[src/rtl/vec_prio_pkg.sv]
package vec_prio_pkg;
  localparam int VEC_W      = 8;
  localparam int NUM_VEC    = 1 << VEC_W;
  localparam int LOW_CNT    = 16;
  localparam int CLASS_W    = VEC_W - $clog2(LOW_CNT);
  localparam int SPUR_VEC   = 15;
  localparam int NMI_VEC    = 2;
  localparam int LEGACY_VEC = 0;

  typedef logic [VEC_W-1:0] vec_t;

  typedef struct packed {
    logic hit;
    vec_t idx;
  } pick_t;

  // strobes from control to datapath
  typedef struct packed {
    logic setEn;
    vec_t setVec;
    logic ackEn;
    vec_t ackVec;
    logic eoiEn;
  } strobe_t;

  // highest-ranked set bit among the low vectors: NMI, then legacy, then descending
  function automatic pick_t pickLow(input logic [LOW_CNT-1:0] v);
    pick_t res;
    res = '0;
    for (int i = 0; i < LOW_CNT; i++) begin
      if (i != NMI_VEC && i != LEGACY_VEC && i != SPUR_VEC && v[i]) begin
        res.hit = 1'b1;
        res.idx = vec_t'(i);
      end
    end
    if (v[LEGACY_VEC]) begin
      res.hit = 1'b1;
      res.idx = vec_t'(LEGACY_VEC);
    end
    if (v[NMI_VEC]) begin
      res.hit = 1'b1;
      res.idx = vec_t'(NMI_VEC);
    end
    return res;
  endfunction

  // largest set bit at or above LOW_CNT
  function automatic pick_t pickHigh(input logic [NUM_VEC-1:0] v);
    pick_t res;
    res = '0;
    for (int i = LOW_CNT; i < NUM_VEC; i++) begin
      if (v[i]) begin
        res.hit = 1'b1;
        res.idx = vec_t'(i);
      end
    end
    return res;
  endfunction
endpackage

[src/rtl/vec_prio_ctrl.sv]
module vec_prio_ctrl
  import vec_prio_pkg::*;
(
  input  logic    setValid,
  input  vec_t    setVec,
  input  logic    ack,
  input  logic    eoi,
  input  vec_t    curVec,
  output strobe_t strobe
);
  always_comb begin
    strobe.setEn  = setValid && (setVec != vec_t'(SPUR_VEC));
    strobe.setVec = setVec;
    strobe.ackEn  = ack && (curVec != vec_t'(SPUR_VEC));
    strobe.ackVec = curVec;
    strobe.eoiEn  = eoi;
  end
endmodule

[src/rtl/vec_prio_dp.sv]
module vec_prio_dp
  import vec_prio_pkg::*;
(
  input  logic               clk,
  input  logic               rstN,
  input  strobe_t            strobe,
  input  logic [CLASS_W-1:0] maskClass,
  output vec_t               curVec
);
  logic [NUM_VEC-1:0] pending, pendingNext;
  logic [NUM_VEC-1:0] inSvc, inSvcNext;
  pick_t pendLow, pendHigh, svcLow, svcHigh;
  logic [CLASS_W-1:0] svcClass, highClass;
  logic eoiAny;
  vec_t eoiVec, nextVec;

  always_comb begin
    pendLow  = pickLow(pending[LOW_CNT-1:0]);
    pendHigh = pickHigh(pending);
    svcLow   = pickLow(inSvc[LOW_CNT-1:0]);
    svcHigh  = pickHigh(inSvc);
    if (svcLow.hit)       svcClass = '1;
    else if (svcHigh.hit) svcClass = svcHigh.idx[VEC_W-1 -: CLASS_W];
    else                  svcClass = '0;
    highClass = pendHigh.idx[VEC_W-1 -: CLASS_W];
    eoiAny    = svcLow.hit || svcHigh.hit;
    eoiVec    = svcLow.hit ? svcLow.idx : svcHigh.idx;
    if (pendLow.hit)
      nextVec = pendLow.idx;
    else if (pendHigh.hit && highClass > maskClass && highClass > svcClass)
      nextVec = pendHigh.idx;
    else
      nextVec = vec_t'(SPUR_VEC);
  end

  for (genvar i = 0; i < NUM_VEC; i++) begin : g_bit
    logic setHit, ackHit, eoiHit;
    assign setHit = strobe.setEn && (strobe.setVec == vec_t'(i));
    assign ackHit = strobe.ackEn && (strobe.ackVec == vec_t'(i));
    assign eoiHit = strobe.eoiEn && eoiAny && (eoiVec == vec_t'(i));
    assign pendingNext[i] = (pending[i] && !ackHit) || setHit;
    assign inSvcNext[i]   = (inSvc[i] && !eoiHit) || ackHit;
  end

  always_ff @(posedge clk) begin
    if (!rstN) begin
      pending <= '0;
      inSvc   <= '0;
      curVec  <= vec_t'(SPUR_VEC);
    end else begin
      pending <= pendingNext;
      inSvc   <= inSvcNext;
      curVec  <= nextVec;
    end
  end
endmodule

[src/rtl/vec_prio_resolver.sv]
module vec_prio_resolver
  import vec_prio_pkg::*;
(
  input  logic               clk,
  input  logic               rstN,
  input  logic               setValid,
  input  logic [VEC_W-1:0]   setVec,
  input  logic [CLASS_W-1:0] maskClass,
  input  logic               ack,
  input  logic               eoi,
  output logic [VEC_W-1:0]   curVec
);
  strobe_t strobe;

  vec_prio_ctrl u_ctrl (
    .setValid (setValid),
    .setVec   (setVec),
    .ack      (ack),
    .eoi      (eoi),
    .curVec   (curVec),
    .strobe   (strobe)
  );

  vec_prio_dp u_dp (
    .clk       (clk),
    .rstN      (rstN),
    .strobe    (strobe),
    .maskClass (maskClass),
    .curVec    (curVec)
  );
endmodule

[config.mk]
export PLATFORM = sky130hd
export DESIGN_NAME = vec_prio_resolver
export DESIGN_NICKNAME = d
export VERILOG_FILES = /design/src/rtl/vec_prio_pkg.sv /design/src/rtl/vec_prio_ctrl.sv /design/src/rtl/vec_prio_dp.sv /design/src/rtl/vec_prio_resolver.sv
export SDC_FILE = /design/constraint.sdc
export NUM_CORES = 2
export LEC_CHECK = 0
export BUFFER_PORTS_ARGS = -buffer_cell sky130_fd_sc_hd__buf_2
export CORE_ASPECT_RATIO = 1.75
export CORE_UTILIZATION = 55
export CTS_CLUSTER_SIZE = 40
export DETAILED_ROUTE_END_ITERATION = 7
export HOLD_SLACK_MARGIN = 0.05
export PLACE_DENSITY = 0.71
export SLEW_MARGIN = 20
export SYNTH_ARGS = -nofsm -noshare
export SYNTH_HDL_FRONTEND = slang
export SYNTH_SLANG_ARGS = --single-unit
[constraint.sdc]
create_clock -name clk -period 6.16 [get_ports clk]
set_input_delay 0.616 -clock clk [delete_from_list [all_inputs] [get_ports clk]]
set_output_delay 0.616 -clock clk [all_outputs]
set_load 0.01 [all_outputs]
# Word level (Yosys, flattened, before mapping)
# Cells that the tools add are included.
[totals]
output_inout_bits = 8
input_bits = 17
register_bits = 520
[op_classes]
n_reduce_logical = 2313
n_lt_le_gt_ge = 2
eq_ne = 767
muxes = 515
[op_table]
columns = ["operator", "n"]
rows = [
  ["$mux 9", 510],
  ["$eq 8x8->1 const B", 384],
  ["$eq 8x7->1 const B", 192],
  ["$logic_and 1x1->1", 1285],
  ["$eq 8x6->1 const B", 96],
  ["$logic_or 1x1->1", 513],
  ["$logic_not 1->1", 512],
  ["$eq 8x5->1 const B", 48],
  ["$eq 8x4->1 const B", 24],
  ["$eq 8x3->1 const B", 12],
  ["$eq 8x2->1 const B", 6],
  ["$eq 8x1->1 const B", 3],
  ["$logic_not 8->1", 3],
  ["$mux 8", 3],
  ["$ne 8x4->1 const B", 2],
  ["$gt 4x4->1", 2],
  ["$mux 4", 2],
]

# Longest topological paths before layout
[logic_depth]
depth_word = 246
mapped_depth = 16
mapped_depth_nobuf = 16

# Cells and area by module
# A second synthesis with hierarchy kept.
[unflattened]
cells_unflattened = 3791
area_unflattened_um2 = 28175.8
[by_module_without_submodules]
columns = ["mod", "instances", "area_each_um2", "cells_per_inst", "seq_area_each_um2"]
rows = [
  ["vec_prio_dp", 1, 28000.6, 3768, 10369.9],
  ["vec_prio_ctrl", 1, 175.2, 23, 0.0],
]

# Worst setup path after synthesis
# OpenSTA, ideal clock, no wires.
[synth_path]
kind = "flip-flop to flip-flop"
startpoint = "register u_dp.inSvc[92]"
endpoint = "register u_dp.curVec[0]"
stages_incl_launch_ff = 17
setup_slack_ns = 2.546
t_arrival_ns = 3.494
cell_sequence = "dfxtp_1 -> nor4_1 -> nand4_1 -> a2111oi_0 -> o211ai_1 -> a311oi_1 -> clkbuf_1 -> nand2_1 -> ha_1 -> nor2b_1 -> o21a_1 -> o21ai_0 -> a21oi_1 -> nand4b_1 -> or3_1 -> a211oi_1 -> nor2_1"
[synth_between]
elab_chain_len = 170
[synth_rtl]
columns = ["item", "line_no", "text"]
rows = [
  ["start, declared", "vec_prio_dp.sv:11", "logic [NUM_VEC-1:0] inSvc, inSvcNext;"],
  ["start signal, assigned", "vec_prio_dp.sv:52", "inSvc <= inSvcNext;"],
  ["$mux 9 (164 in series)", "vec_prio_pkg.sv:52", "if (v[i]) begin"],
  ["$mux 4", "vec_prio_dp.sv:23", "else if (svcHigh.hit) svcClass = svcHigh.idx[VEC_W-1 -: CLASS_W];"],
  ["$mux 4", "vec_prio_dp.sv:22", "if (svcLow.hit) svcClass = '1;"],
  ["$gt 4x4->1", "vec_prio_dp.sv:30", "else if (pendHigh.hit && highClass > maskClass && highClass > svcClass)"],
  ["$logic_and 1x1->1", "vec_prio_dp.sv:30", ""],
  ["$mux 8", "vec_prio_dp.sv:30", ""],
  ["$mux 8", "vec_prio_dp.sv:28", "if (pendLow.hit)"],
  ["end signal, assigned", "vec_prio_dp.sv:49", "curVec <= vec_t'(SPUR_VEC);"],
  ["end signal, assigned", "vec_prio_dp.sv:53", "curVec <= nextVec;"],
  ["end, declared", "vec_prio_dp.sv:8", "output vec_t curVec"],
]
# Every way passes these cells.
# A chain may end at the register's enable or synchronous reset.

# Worst setup path after layout
[layout_path]
startpoint = "register u_dp.inSvc[82]"
endpoint = "register u_dp.curVec[0]"
[layout_between]
elab_chain_len = 180
[layout_rtl]
columns = ["item", "line_no"]
rows = [
  ["$mux 9 (174 in series)", "vec_prio_pkg.sv:52"],
  ["$mux 4", "vec_prio_dp.sv:23"],
  ["$mux 4", "vec_prio_dp.sv:22"],
  ["$gt 4x4->1", "vec_prio_dp.sv:30"],
  ["$logic_and 1x1->1", "vec_prio_dp.sv:30"],
  ["$mux 8", "vec_prio_dp.sv:30"],
  ["$mux 8", "vec_prio_dp.sv:28"],
]
# Every way passes these cells.

==> metrics <==
Die X 172 um; syn_area_per_cell 7.40 um2; sw frac 0.268; Chip Height 300 um; die area 51,800 um2; Vias/cell 7.49; Final Critical Period 5.43 ns; post-CTS setup buffer count 0; unrepaired setup endpoints after global routing no; largest net degree at the start of global routing 115; Comb power frac 0.092; Max Clk Rate 184 MHz; Util after Layout 0.605; initial antenna violation count 8; setup tns final 0 ns; max_cap viols 0; Final Cycle Share 0.882; share of the synthesized area in the top cell type 0.371; Post-DP Area 28,600 um2; Reg-to-Reg Start u_dp.inSvc[82]; routed vias 32,900; CTS-repair resized insts 0; Antenna Nets Post-Route 0; Post-Syn Area 28,000 um2; Starting Density 0.555; global-route wire length before repair 189 mm; crit path from u_dp.inSvc[82]; violated checks design-rule violations; Worst EP required 6.66 ns; Switching Power 2.02 mW; crit path cell chain nor4_1, nand4_1, a2111oi_0, buf_4, o211ai_1, a311oi_1, buf_4, nand2_1, ha_1, nor2b_1, o21a_1, o21ai_0, a21oi_1, nand4b_1, or3_1, a211oi_1, nor2_1; Worst slew margin 0.124; WL final 129 mm; Seq pwr share 0.447; Worst Path Buf+Inv 2; drt drc 1; post-synthesis instance total 3,778; Skew-Pair Late Insertion Delay 0.63 ns; most frequent cell after synthesis nor2_1; Layout fillers 4,645; reg2reg setup slack 0.73 ns; Setup Skew 0.0303 ns; area of the core 50,300 um2; Seq cells post-synth 518; crit start category flip-flop; placed wire-length estimate 86.1 mm; Worst path most repeated cell buf_4; Pint 5.53 mW; Register Area 10,400 um2; Leakage 10.5 nW; GRT overflow 0; Max IR drop VDD 0.237 mV; clock share of power 0.461; PortBufs 24; syn_nets 3,803; drt wl/cell 29.5 um; fin. max-slew vios 0; routability congestion estimate from global placement 1.11; Final Cell Area 30,500 um2; final setup violation count 0; outcome complete, but fails checks; H-tree levels 2; Ports 25; post-synth top area cell dfxtp_1; power density over the cells 248 nW/um2; Tot GR Track Use 0.494; Worst-path clk slew 0.07 ns; final hold vios 0; worst hold endpoint u_dp.inSvc[11]; Worst Tran Pin Value 1.31 ns; Top delay family on crit path simple AND/OR/NAND/NOR gates; Clock Tree Buf Depth 3; Top FF cell, synth dfxtp_1; Hold/Removal Path Class in2reg; CTS Sinks 518; Hold Startpoint rstN; reg2reg path depth 17; multi-input logic area 16,400 um2; placed cells 4,292; top cells by area, synth dfxtp_1, nor2_1, a41oi_1; total power 7.55 mW; Worst Setup End Kind flip-flop; layout cells sized above 1 0.0638; Layout Cells excl Fill 4,387; worst-path fanout max 11; reg2reg end u_dp.curVec[0]; Seq/Total Area, Yosys 0.371; Slowest cell on crit path nor4_1; # hold bufs at CTS 0; max incr delay on CP 0.86 ns; Hold Worst Slack 0.426 ns; Crit Path Class reg2reg; area grow syn2layout 8.95%; # nets final 3,703; worst hold path depth 3; synth warn 0; 1st-pass router iterations 7; top post-synthesis cells by count nor2_1, dfxtp_1, o21ai_0, nand2_1, a41oi_1; Num CTS Buffers 50; unique cell type count in the Yosys netlist 71; CTS tree built; DRT iter0 DRCs 5,626; WP data arrival 5.94 ns; fin worst setup slack 0.726 ns; Post-synth ARST share 0; vias in the first global route 30,600; Core Rows 109; pre-CTS setup slack 1.13 ns; root buffer cell clkbuf_16; EDFF count, synth 0
==> layout by cell type (no fill, tap or decap), types with 28 or more instances in the layout <==
cell type | netlist | routed
nor2_1 | 701 | 683
dfxtp_1 | 518 | 518
o21ai_0 | 384 | 384
nand2_1 | 355 | 345
a41oi_1 | 255 | 255
nor4_1 | 187 | 183
a21oi_1 | 177 | 177
a22oi_1 | 165 | 165
nor3_1 | 141 | 135
inv_1 | 92 | 91
buf_4 | 10 | 68
clkbuf_16 | 0 | 53
nand4_1 | 46 | 46
nand2b_1 | 46 | 46
nor2b_1 | 38 | 38
nand3_1 | 38 | 36
a21o_1 | 34 | 34
or4_1 | 31 | 31
o211ai_1 | 28 | 28
o31ai_1 | 28 | 28
==> routing by layer <==
layer	track usage	wire length, um	vias to the layer above
met5	0.000966	27	-
met4	0.475	15000	4
met3	0.170	16600	920
met2	0.741	55500	2730
met1	0.535	42200	15200
li1	-	-	14000
==> worst max-delay path by stage <==
stage / to / slack, ns / depth (start not counted)
floorplan: u_dp.curVec[0] / 2.55 / 16
global placement: u_dp.curVec[0] / 1.18 / 17
detailed placement: u_dp.curVec[0] / 1.13 / 17
CTS: u_dp.curVec[0] / 1.08 / 17
global route: u_dp.curVec[0] / 0.74 / 17
finish: u_dp.curVec[0] / 0.73 / 17
==> area by class of cell <==
cell class                 count  share of cell area
clock buffer                  74              0.0498
clock inverter                17             0.00974
tap                          666              0.0274
multi-input combinational   2923               0.539
timing repair buffer          93              0.0216
inverter                      92              0.0116
antenna                        4            0.000329
sequential                   518               0.341
==> tightest hold or removal path, stage by stage <==
cell and delay, ns:
buf_4 0.22, o21ai_0 0.11, a31oi_1 0.04
==> logic make-up after synthesis <==
kind of cell	share of synthesized area
buffers and inverters	0.0483
adder cells (fa/ha/maj)	0.00358
flip-flops	0.371
AND/OR/NAND/NOR	0.274
AO/OA/AOI/OAI	0.303
==> registers in the layout (all words and copies together) (netlist names) <==
| register | count |
|---|---|
| u_dp.curVec | 8 |
| u_dp.pending | 255 |
| u_dp.inSvc | 255 |
==> power groups by stage <==
stage / clock, mW / combinational (mW) / sequential (mW)
6_report: 3.48 / 0.696 / 3.37
5_1_grt: 3.59 / 0.707 / 3.37
4_1_cts: 3.45 / 0.649 / 3.37
3_5_place_dp: 0 / 0.648 / 3.45
3_3_place_gp: 0 / 0.638 / 3.45
2_1_floorplan: 0 / 0.414 / 3.44
(Power assumes the default switching activity.)
